$ cat config.mk
export PLATFORM = sky130hd
export DESIGN_NAME = gpx_bank
export DESIGN_NICKNAME = d
export VERILOG_FILES = /design/src/rtl/gpx_pkg.sv /design/src/rtl/gpx_ptr_ctrl.sv /design/src/rtl/gpx_port_slice.sv /design/src/rtl/gpx_read_mux.sv /design/src/rtl/gpx_bank.sv
export SDC_FILE = /design/constraint.sdc
export NUM_CORES = 1
export LEC_CHECK = 0
export BUFFER_PORTS_ARGS = -buffer_cell sky130_fd_sc_hd__buf_2
export CAP_MARGIN = 20
export CORE_UTILIZATION = 40
export CTS_BUF_LIST = sky130_fd_sc_hd__clkbuf_2
export DETAILED_ROUTE_END_ITERATION = 7
export MAX_ROUTING_LAYER = met4
export PLACE_DENSITY_LB_ADDON = 0.2
export SETUP_SLACK_MARGIN = 0.5
export SYNTH_ARGS = -nofsm -noshare
export SYNTH_HDL_FRONTEND = slang
export SYNTH_SLANG_ARGS = --single-unit
$ cat constraint.sdc
create_clock -name clk -period 3.2 [get_ports clk]
set_input_delay 0.48 -clock clk [delete_from_list [all_inputs] [get_ports clk]]
set_output_delay 0.48 -clock clk [all_outputs]
set_load 0.02 [all_outputs]
$ cat src/rtl/gpx_pkg.sv
package gpx_pkg;

  typedef enum logic [1:0] {
    GRP_PAD = 2'd0,
    GRP_OUT = 2'd1,
    GRP_INV = 2'd2,
    GRP_DIR = 2'd3
  } grp_e;

  typedef struct packed {
    logic [3:0] hi;
    grp_e       grp;
    logic [1:0] port;
  } ptr_t;

  localparam int unsigned BYTE_W = 8;

endpackage

$ cat src/rtl/gpx_ptr_ctrl.sv
module gpx_ptr_ctrl
  import gpx_pkg::*;
#(
  parameter int NUM_PORTS = 3
) (
  input  logic       clk,
  input  logic       rst_n,
  input  logic       txn_start,
  input  logic       txn_stop,
  input  logic       txn_is_read,
  input  logic       wr_stb,
  input  logic [7:0] wr_byte,
  input  logic       rd_stb,
  output ptr_t       ptr,
  output logic       ptr_ok,
  output logic       data_wr,
  output logic       data_rd
);

  localparam logic [1:0] LAST_PORT = 2'(NUM_PORTS - 1);

  logic in_txn;
  logic txn_rd;
  logic need_ptr;
  logic quiet;
  logic load;
  logic advance;
  ptr_t ptr_nxt;

  assign quiet   = ~txn_start & ~txn_stop;
  assign ptr_ok  = (ptr.hi == 4'd0) && (ptr.port <= LAST_PORT);
  assign load    = quiet & in_txn & ~txn_rd & need_ptr & wr_stb;
  assign data_wr = quiet & in_txn & ~txn_rd & ~need_ptr & wr_stb;
  assign data_rd = quiet & in_txn & txn_rd & rd_stb;
  assign advance = (data_wr | data_rd) & ptr_ok;

  always_comb begin
    ptr_nxt = ptr;
    if (load) begin
      ptr_nxt = ptr_t'(wr_byte);
    end else if (advance) begin
      ptr_nxt.port = (ptr.port == LAST_PORT) ? 2'd0 : ptr.port + 2'd1;
    end
  end

  always_ff @(posedge clk or negedge rst_n) begin
    if (!rst_n) begin
      in_txn   <= 1'b0;
      txn_rd   <= 1'b0;
      need_ptr <= 1'b0;
      ptr      <= '0;
    end else begin
      ptr <= ptr_nxt;
      if (txn_start) begin
        in_txn   <= 1'b1;
        txn_rd   <= txn_is_read;
        need_ptr <= ~txn_is_read;
      end else if (txn_stop) begin
        in_txn   <= 1'b0;
        need_ptr <= 1'b0;
      end else if (load) begin
        need_ptr <= 1'b0;
      end
    end
  end

  // first byte of a write transaction becomes the pointer
  p_ptr_load_r3: assert property (@(posedge clk) disable iff (!rst_n)
    load |=> (ptr == ptr_t'($past(wr_byte))));

  // last port wraps to port 0 and keeps the group
  p_ptr_wrap_r5: assert property (@(posedge clk) disable iff (!rst_n)
    (advance && ptr.port == LAST_PORT) |=> (ptr.port == 2'd0 && $stable(ptr.grp)));

  // a data byte at an undefined address does not move the pointer
  p_ptr_hold_r8: assert property (@(posedge clk) disable iff (!rst_n)
    ((data_wr || data_rd) && !ptr_ok) |=> $stable(ptr));

  // no pointer reload inside a read transaction
  p_no_reload_r9: assert property (@(posedge clk) disable iff (!rst_n)
    (in_txn && txn_rd && !txn_start && !advance) |=> $stable(ptr));

endmodule

$ cat src/rtl/gpx_port_slice.sv
module gpx_port_slice #(
  parameter int SYNC_STAGES = 2
) (
  input  logic       clk,
  input  logic       rst_n,
  input  logic [7:0] pad,
  input  logic [7:0] wdata,
  input  logic       wr_out,
  input  logic       wr_inv,
  input  logic       wr_dir,
  output logic [7:0] out_q,
  output logic [7:0] inv_q,
  output logic [7:0] dir_q,
  output logic [7:0] pad_view
);

  logic [7:0] sync_q [SYNC_STAGES];

  generate
    for (genvar s = 0; s < SYNC_STAGES; s++) begin : g_sync
      if (s == 0) begin : g_first
        always_ff @(posedge clk or negedge rst_n) begin
          if (!rst_n) sync_q[s] <= 8'h00;
          else        sync_q[s] <= pad;
        end
      end else begin : g_next
        always_ff @(posedge clk or negedge rst_n) begin
          if (!rst_n) sync_q[s] <= 8'h00;
          else        sync_q[s] <= sync_q[s-1];
        end
      end
    end
  endgenerate

  always_ff @(posedge clk or negedge rst_n) begin
    if (!rst_n) begin
      out_q <= 8'hFF;
      inv_q <= 8'h00;
      dir_q <= 8'hFF;
    end else begin
      if (wr_out) out_q <= wdata;
      if (wr_inv) inv_q <= wdata;
      if (wr_dir) dir_q <= wdata;
    end
  end

  assign pad_view = sync_q[SYNC_STAGES-1] ^ inv_q;

  // registers only change on their own write enable
  p_regs_hold_r4: assert property (@(posedge clk) disable iff (!rst_n)
    (!wr_out && !wr_inv && !wr_dir) |=> ($stable(out_q) && $stable(inv_q) && $stable(dir_q)));

endmodule

$ cat src/rtl/gpx_read_mux.sv
module gpx_read_mux
  import gpx_pkg::*;
#(
  parameter int NUM_PORTS = 3
) (
  input  logic                   clk,
  input  logic                   rst_n,
  input  ptr_t                   ptr,
  input  logic                   ptr_ok,
  input  logic                   data_rd,
  input  logic [NUM_PORTS*8-1:0] pad_all,
  input  logic [NUM_PORTS*8-1:0] out_all,
  input  logic [NUM_PORTS*8-1:0] inv_all,
  input  logic [NUM_PORTS*8-1:0] dir_all,
  output logic [7:0]             rd_byte,
  output logic                   rd_valid
);

  logic [7:0] sel;
  int         base;

  always_comb begin
    base = int'(ptr.port) * 8;
    sel  = 8'h00;
    if (ptr_ok) begin
      unique case (ptr.grp)
        GRP_PAD: sel = pad_all[base +: 8];
        GRP_OUT: sel = out_all[base +: 8];
        GRP_INV: sel = inv_all[base +: 8];
        GRP_DIR: sel = dir_all[base +: 8];
      endcase
    end
  end

  always_ff @(posedge clk or negedge rst_n) begin
    if (!rst_n) begin
      rd_byte  <= 8'h00;
      rd_valid <= 1'b0;
    end else begin
      rd_valid <= data_rd;
      if (data_rd) rd_byte <= sel;
    end
  end

  // each accepted read request is answered the next cycle
  p_rd_valid_r4: assert property (@(posedge clk) disable iff (!rst_n)
    data_rd |=> rd_valid);

  // undefined addresses return zero
  p_undef_zero_r8: assert property (@(posedge clk) disable iff (!rst_n)
    (data_rd && !ptr_ok) |=> (rd_byte == 8'h00));

endmodule

$ cat src/rtl/gpx_bank.sv
module gpx_bank
  import gpx_pkg::*;
#(
  parameter int NUM_PINS    = 24,
  parameter int SYNC_STAGES = 2
) (
  input  logic                clk,
  input  logic                rst_n,
  input  logic                txn_start,
  input  logic                txn_stop,
  input  logic                txn_is_read,
  input  logic                wr_stb,
  input  logic [7:0]          wr_byte,
  input  logic                rd_stb,
  output logic [7:0]          rd_byte,
  output logic                rd_valid,
  input  logic [NUM_PINS-1:0] pin_in,
  output logic [NUM_PINS-1:0] pin_out,
  output logic [NUM_PINS-1:0] pin_oe
);

  localparam int NUM_PORTS = (NUM_PINS + 7) / 8;
  localparam int BANK_W    = NUM_PORTS * 8;

  ptr_t              ptr;
  logic              ptr_ok;
  logic              data_wr;
  logic              data_rd;
  logic [BANK_W-1:0] pad_all;
  logic [BANK_W-1:0] view_all;
  logic [BANK_W-1:0] out_all;
  logic [BANK_W-1:0] inv_all;
  logic [BANK_W-1:0] dir_all;

  always_comb begin
    pad_all               = '0;
    pad_all[NUM_PINS-1:0] = pin_in;
  end

  gpx_ptr_ctrl #(.NUM_PORTS(NUM_PORTS)) i_ptr (
    .clk        (clk),
    .rst_n      (rst_n),
    .txn_start  (txn_start),
    .txn_stop   (txn_stop),
    .txn_is_read(txn_is_read),
    .wr_stb     (wr_stb),
    .wr_byte    (wr_byte),
    .rd_stb     (rd_stb),
    .ptr        (ptr),
    .ptr_ok     (ptr_ok),
    .data_wr    (data_wr),
    .data_rd    (data_rd)
  );

  generate
    for (genvar p = 0; p < NUM_PORTS; p++) begin : g_port
      logic hit;
      assign hit = data_wr && ptr_ok && (ptr.port == 2'(p));
      gpx_port_slice #(.SYNC_STAGES(SYNC_STAGES)) i_slice (
        .clk     (clk),
        .rst_n   (rst_n),
        .pad     (pad_all[p*8 +: 8]),
        .wdata   (wr_byte),
        .wr_out  (hit && ptr.grp == GRP_OUT),
        .wr_inv  (hit && ptr.grp == GRP_INV),
        .wr_dir  (hit && ptr.grp == GRP_DIR),
        .out_q   (out_all[p*8 +: 8]),
        .inv_q   (inv_all[p*8 +: 8]),
        .dir_q   (dir_all[p*8 +: 8]),
        .pad_view(view_all[p*8 +: 8])
      );
    end
  endgenerate

  gpx_read_mux #(.NUM_PORTS(NUM_PORTS)) i_rmux (
    .clk     (clk),
    .rst_n   (rst_n),
    .ptr     (ptr),
    .ptr_ok  (ptr_ok),
    .data_rd (data_rd),
    .pad_all (view_all),
    .out_all (out_all),
    .inv_all (inv_all),
    .dir_all (dir_all),
    .rd_byte (rd_byte),
    .rd_valid(rd_valid)
  );

  assign pin_out = out_all[NUM_PINS-1:0];
  assign pin_oe  = ~dir_all[NUM_PINS-1:0];

  // a write aimed at the pad-view group leaves the pins untouched
  p_pad_ro_r7: assert property (@(posedge clk) disable iff (!rst_n)
    (data_wr && ptr.grp == GRP_PAD) |=> ($stable(pin_out) && $stable(pin_oe)));

  // a write to an undefined address leaves the pins untouched
  p_undef_wr_r8: assert property (@(posedge clk) disable iff (!rst_n)
    (data_wr && !ptr_ok) |=> ($stable(pin_out) && $stable(pin_oe)));

  // bytes written inside a read transaction never reach the pins
  p_rd_txn_wr_r9: assert property (@(posedge clk) disable iff (!rst_n)
    (!data_wr) |=> ($stable(pin_out) && $stable(pin_oe)));

endmodule

==> results.toml, run 1 <==
[run_status]
outcome = "complete, but fails checks"
violations = "DRC"

[grt]
grt_max_degree = 78
overflow = 0
grt_antenna_before_repair = 1
grt_pass1_wl_um = 24000
grt_pass1_vias = 4205
grt_use_total = 0.213

[finish]
area_growth_pct = 20.3
multi_input_area_um2 = 2290
final_area_um2 = 7280
nets = 618
fill_cells = 1321
layout_common_cells = "94 x buf_2, 91 x dfrtp_1, 85 x mux2_2"
drive_gt1_frac = 0.478
final-seq-area_um2 = 3560
final_common_cell = "buf_2"

[floorplan]
fp.dieW_um = 125
die_y_um = 125
start_util = 0.413
dieArea_um2 = 15600
ios = 96
core-area_um2 = 14600
rows = 44

[cts]
cts_tree = "done"
cts-root-buf = "clkbuf_2"
cts.clk_slew.worst_paths_ps = 170
cts.sinks = 140
htree_levels = 4
clock_tree.buffer_depth = 2
clk_latency_ps = 700
numCtsBuffers = 17

[detailed_routing]
routed_wl_um = 14900
first_iter_violations = 316
drc = 8
dr.pass1.iters = 7
via_count = 4132
wl_per_cell_um = 19.3
vias_per_cell = 5.33
ant_nets = 0

[placement]
numPortBuffers = 95
dp_hpwl_um = 9800
place_congestion = 0.788
place_area_um2 = 6750

[worst_setup_path]
crit_type = "reg -> reg"
setup.worst_path.start_class = "flop"
cp_data_required_time_ps = 3780
crit_path_max_fanout = 9
endpoint_kind = "flop"
arrival_ps = 3150

[power]
power_density_nw_per_um2 = 551
irDropWorstVdd_mv = 0.232
cellLeakagePower_nw = 3.19

[synth]
synth_cells = 447
ys.flop_type = "dfrtp_1"
synth_edf_count = 0
synth.net_count = 486
netlist.area_leader.share = 0.381
synth_top_cell_by_area = "dfrtp_1"
ys_types = 37
synth_async_sr_flop_share = 1.00
synth_area_um2 = 6050
synth_area_leaders = "dfrtp_1 38%, dfstp_2 21%, mux2_2 16%, o21ai_0 2.7%, mux4_2 2.6%"
yosysWarnings = 0
ys_seq_area_frac = 0.589
ys_ff_latch = 140
syn_avg_cell_area_um2 = 13.5

[sta]
tns_ps = 0
setup_violations = 0
hold_violations = 0
period_minus_slack_ps = 2570
fin_skew_ps = 32.2
drv_slew = 0
worst_pin_slew_ps = 742
finalCritPeriodShare = 0.803
fmax_mhz = 389
slew_headroom = 0.505
grt_setup_unrepaired = "false"

[hold_path]
min_path_type = "in -> reg"

[job]
cap_violations = 0
## metrics by stage
stage           util  setup WS, ps  total power (W)  hold WS (ps)  cells
2_1_floorplan      -           890          0.00265           184    447
3_3_place_gp   0.461           246          0.00297           333    715
3_5_place_dp   0.461           232          0.00300           336    715
4_1_cts        0.497           557          0.00407          43.0    774
5_1_grt        0.497           549          0.00425          35.0    775
6_report       0.497           629          0.00401           110    775
## final cells by class
| cell class | instances | area share |
|---|---|---|
| Timing Repair Buffer | 132 | 0.117 |
| Clock buffer | 20 | 0.0138 |
| Multi-Input combinational cell | 259 | 0.315 |
| Sequential cell | 140 | 0.490 |
| Antenna cell | 1 | 0.000344 |
| Clock inverter | 10 | 0.0174 |
| Tap cell | 184 | 0.0316 |
| Inverter | 29 | 0.0150 |
## critical path, stage by stage, from the launching register on
cell and delay (ps):
dfrtp_1 420, nand3b_1 190, or4_1 460, or2_2 490, nor4_4 390, buf_12 180, mux2_2 330
## cell usage after synthesis, drive strengths merged (2+ instances only)
master  instances
mux2i          12
a21oi          17
nor2b           9
dfrtp          92
nand2b          3
nor4            4
clkbuf         10
a221oi          7
o21ai          33
o31ai           7
nor3            6
mux2           86
mux4            7
inv            27
nor3b          21
nand3b         10
buf             9
a211oi          7
clkinv          2
dfstp          48
a221o           2
nor2            5
nand3           2
nand2          13
## per-layer routing
metal  track usage  vias up  part of all wire
met5             -        -                 0
met2         0.331      108              0.49
li1              -     1889                 -
met3        0.0479       18             0.049
met1         0.273     2117              0.44
met4        0.0818        0             0.019
## worst paths after layout
kind,endpoint,slack (ps),depth (start not counted),from
max,g_port[0].i_slice.inv_q[3],630,6,i_ptr.txn_rd
min,i_ptr.in_txn,110,3,txn_stop
max reg2reg,g_port[0].i_slice.inv_q[3],630,6,i_ptr.txn_rd
min reg2reg,g_port[1].i_slice.sync_q[0],370,0,g_port[1].i_slice.sync_q[8]
max in group asynchronous,g_port[0].i_slice.out_q[1],1990,3,rst_n
min in group asynchronous,g_port[0].i_slice.sync_q[14],350,2,rst_n
## sequential cells by signal, indices dropped and copies added, names as in the netlist
name,cells
g_port.i_slice.inv_q,24
i_rmux.rd_valid,1
g_port.i_slice.dir_q,24
i_ptr.txn_rd,1
i_ptr.ptr,8
i_ptr.need_ptr,1
i_rmux.rd_byte,8
g_port.i_slice.sync_q,48
g_port.i_slice.out_q,24
i_ptr.in_txn,1
## cell families after synthesis
group,after synthesis,share of synthesized area
compound gates,76,0.0761
mux,105,0.206
xor+xnor,1,0.00145
buf+inv,48,0.0319
flops,140,0.589
simple gates,77,0.0952
## power by group
part | internal, W | leakage [nW] | switching, W
registers | 0.00192 | 1.64 | 0.000174
logic | 0.000345 | 1.41 | 0.000547
clock network | 0.000427 | 0.140 | 0.000598
total | 0.00269 | 3.19 | 0.00132
## what timing repair did
action / in CTS / in global routing
resized for setup: 0 / 1
endpoints found under the setup margin: 11 / 28
hold buffers: 27 / 0
setup buffers: 2 / 0
pin swaps: 2 / 0
hold endpoints to repair: 79 / 0
No activity file was read; power rests on OpenSTA's default activity.
==> run 2, diff against run 1 <==
==> constraint.sdc (replaced) <==
create_clock -name clk -period 2.5 [get_ports clk]
set_input_delay 0.375 -clock clk [delete_from_list [all_inputs] [get_ports clk]]
set_output_delay 0.375 -clock clk [all_outputs]
set_load 0.02 [all_outputs]
==> run 2 against run 1 <==
Clock skew increased by 15 ps; design area up 6.7%; the flow still finishes with violations (DRC); critical endpoint is now g_port[0].i_slice.inv_q[5]; core utilization up 3.3 points; hold slack worse by 29 ps; highest routed layer unchanged.
==> results.toml, run 2 (synthesis gave the netlist of run 1 again) <==
[run_status]
outcome = "complete, but fails checks"
violations = "DRC"

[sta]
fin_skew_ps = 47.2
period_minus_slack_ps = 2220
grt_setup_unrepaired = "true"
drv_slew = 0
slew_headroom = 0.515
setup_violations = 0
worst_pin_slew_ps = 727
fmax_mhz = 451
hold_violations = 0
finalCritPeriodShare = 0.887
setup_slack_ps = 283
tns_ps = 0

[finish]
antennaDiodeCount = 0
final_area_um2 = 7760
drive_gt1_frac = 0.502
fin_cells = 801
nets = 643
largest_reg_flops = 48
area_growth_pct = 28.3
layout_common_cells = "93 x buf_2, 91 x dfrtp_1, 48 x dfstp_2"
final_common_cell = "buf_2"
top_register = "g_port.i_slice.sync_q"

[floorplan]
ios = 96
start_util = 0.413
fp.dieW_um = 125
dieArea_um2 = 15600
rows = 44
die_y_um = 125
core-area_um2 = 14600

[cts]
cts-root-buf = "clkbuf_2"
cts.clk_slew.worst_paths_ps = 230
clock_tree.buffer_depth = 2
clk_latency_ps = 730
numCtsBuffers = 17
cts_tree = "done"
htree_levels = 4
cts.sinks = 140

[detailed_routing]
dr.pass1.iters = 6
vias_per_cell = 5.19
ant_nets = 0
via_count = 4160
drc = 8
first_iter_violations = 272
routed_wl_um = 15000
wl_per_cell_um = 18.7

[placement]
dp_slack_ps = 158
numPortBuffers = 95
dp_hpwl_um = 9700
place_congestion = 0.774
place_area_um2 = 7070
dp.cells = 731

[hold_path]
min_path_type = "in -> reg"
hold_depth = 2

[power]
power_density_nw_per_um2 = 691
cellLeakagePower_nw = 3.40
irDropWorstVdd_mv = 0.357

[grt]
overflow = 0
grt_use_total = 0.213
grt_antenna_before_repair = 0
grt_max_degree = 141
grt_pass1_vias = 4312
grt_pass1_wl_um = 24200

[worst_setup_path]
reg2reg_depth = 7
crit_path_max_fanout = 9
endpoint_kind = "flop"
setup.worst_path.start_class = "flop"
crit_type = "reg -> reg"
cp_data_required_time_ps = 3100
arrival_ps = 2820

[job]
cap_violations = 0
[run 2: cell types whose count changed in the layout (fill, tap and decap cells not counted), moves of 4 or more]
cell           previous run  this run
buf_12                    2         7
buf_4                     8        19
buf_6                     1         7
dlygate4sd3_1            27        31
mux2_2                   85        43
mux2_4                    0        43
[run 2: critical path, cell delays in order (launching register included)]
cell and delay (ps):
dfrtp_1 420, nand3b_1 190, or4_4 450, or2_4 250, buf_12 160, nor4_4 140
buf_6 180, mux2_2 340
[run 2: layout make-up]
| class | count | area [um^2] |
|---|---|---|
| Clock inverter | 14 | 168 |
| Clock buffer | 18 | 90.1 |
| Sequential cell | 140 | 3570 |
| Inverter | 29 | 109 |
| Tap cell | 184 | 230 |
| Fill cell | 1309 | 6880 |
| Multi-Input combinational cell | 259 | 2460 |
| Timing Repair Buffer | 157 | 1140 |
[run 2: power breakdown]
part	internal, W	switching (W)	total [W]
clock network	0.000568	0.000838	0.00141
logic	0.000544	0.000798	0.00134
registers	0.00246	0.000152	0.00262
total	0.00358	0.00179	0.00536
[run 2: per-stage QoR]
step                      utilization  total power, W  hold WS [ps]
after floorplan                     -         0.00340          79.4
after global placement          0.483         0.00390           333
after detailed placement        0.483         0.00393           335
after CTS                       0.527         0.00541          15.3
after global routing            0.530         0.00566          8.59
final                           0.530         0.00536          81.2
[run 2: final timing paths]
check	startpoint	to	slack, ps
max in group asynchronous	rst_n	i_ptr.ptr[2]	1670
max	i_ptr.txn_rd	g_port[0].i_slice.inv_q[5]	280
min reg2reg	g_port[2].i_slice.sync_q[8]	g_port[2].i_slice.sync_q[0]	360
min	wr_byte[5]	g_port[1].i_slice.dir_q[5]	80
min in group asynchronous	rst_n	g_port[2].i_slice.sync_q[5]	300
max reg2reg	i_ptr.txn_rd	g_port[0].i_slice.inv_q[5]	280
[run 2: timing repair]
action,4_1_cts,5_1_grt
setup buffers,4,3
hold buffers,31,0
gates resized for setup,12,7
cloned,0,0
pin swaps,0,1
setup endpoints to repair,77,74
endpoints found under the hold margin,121,0
[run 2: layer usage]
| layer | GRT usage | wire (um) |
|---|---|---|
| met2 | 0.334 | 7390 |
| met1 | 0.279 | 6950 |
| met4 | 0.0768 | 207 |
| met5 | - | 0 |
| met3 | 0.0398 | 431 |
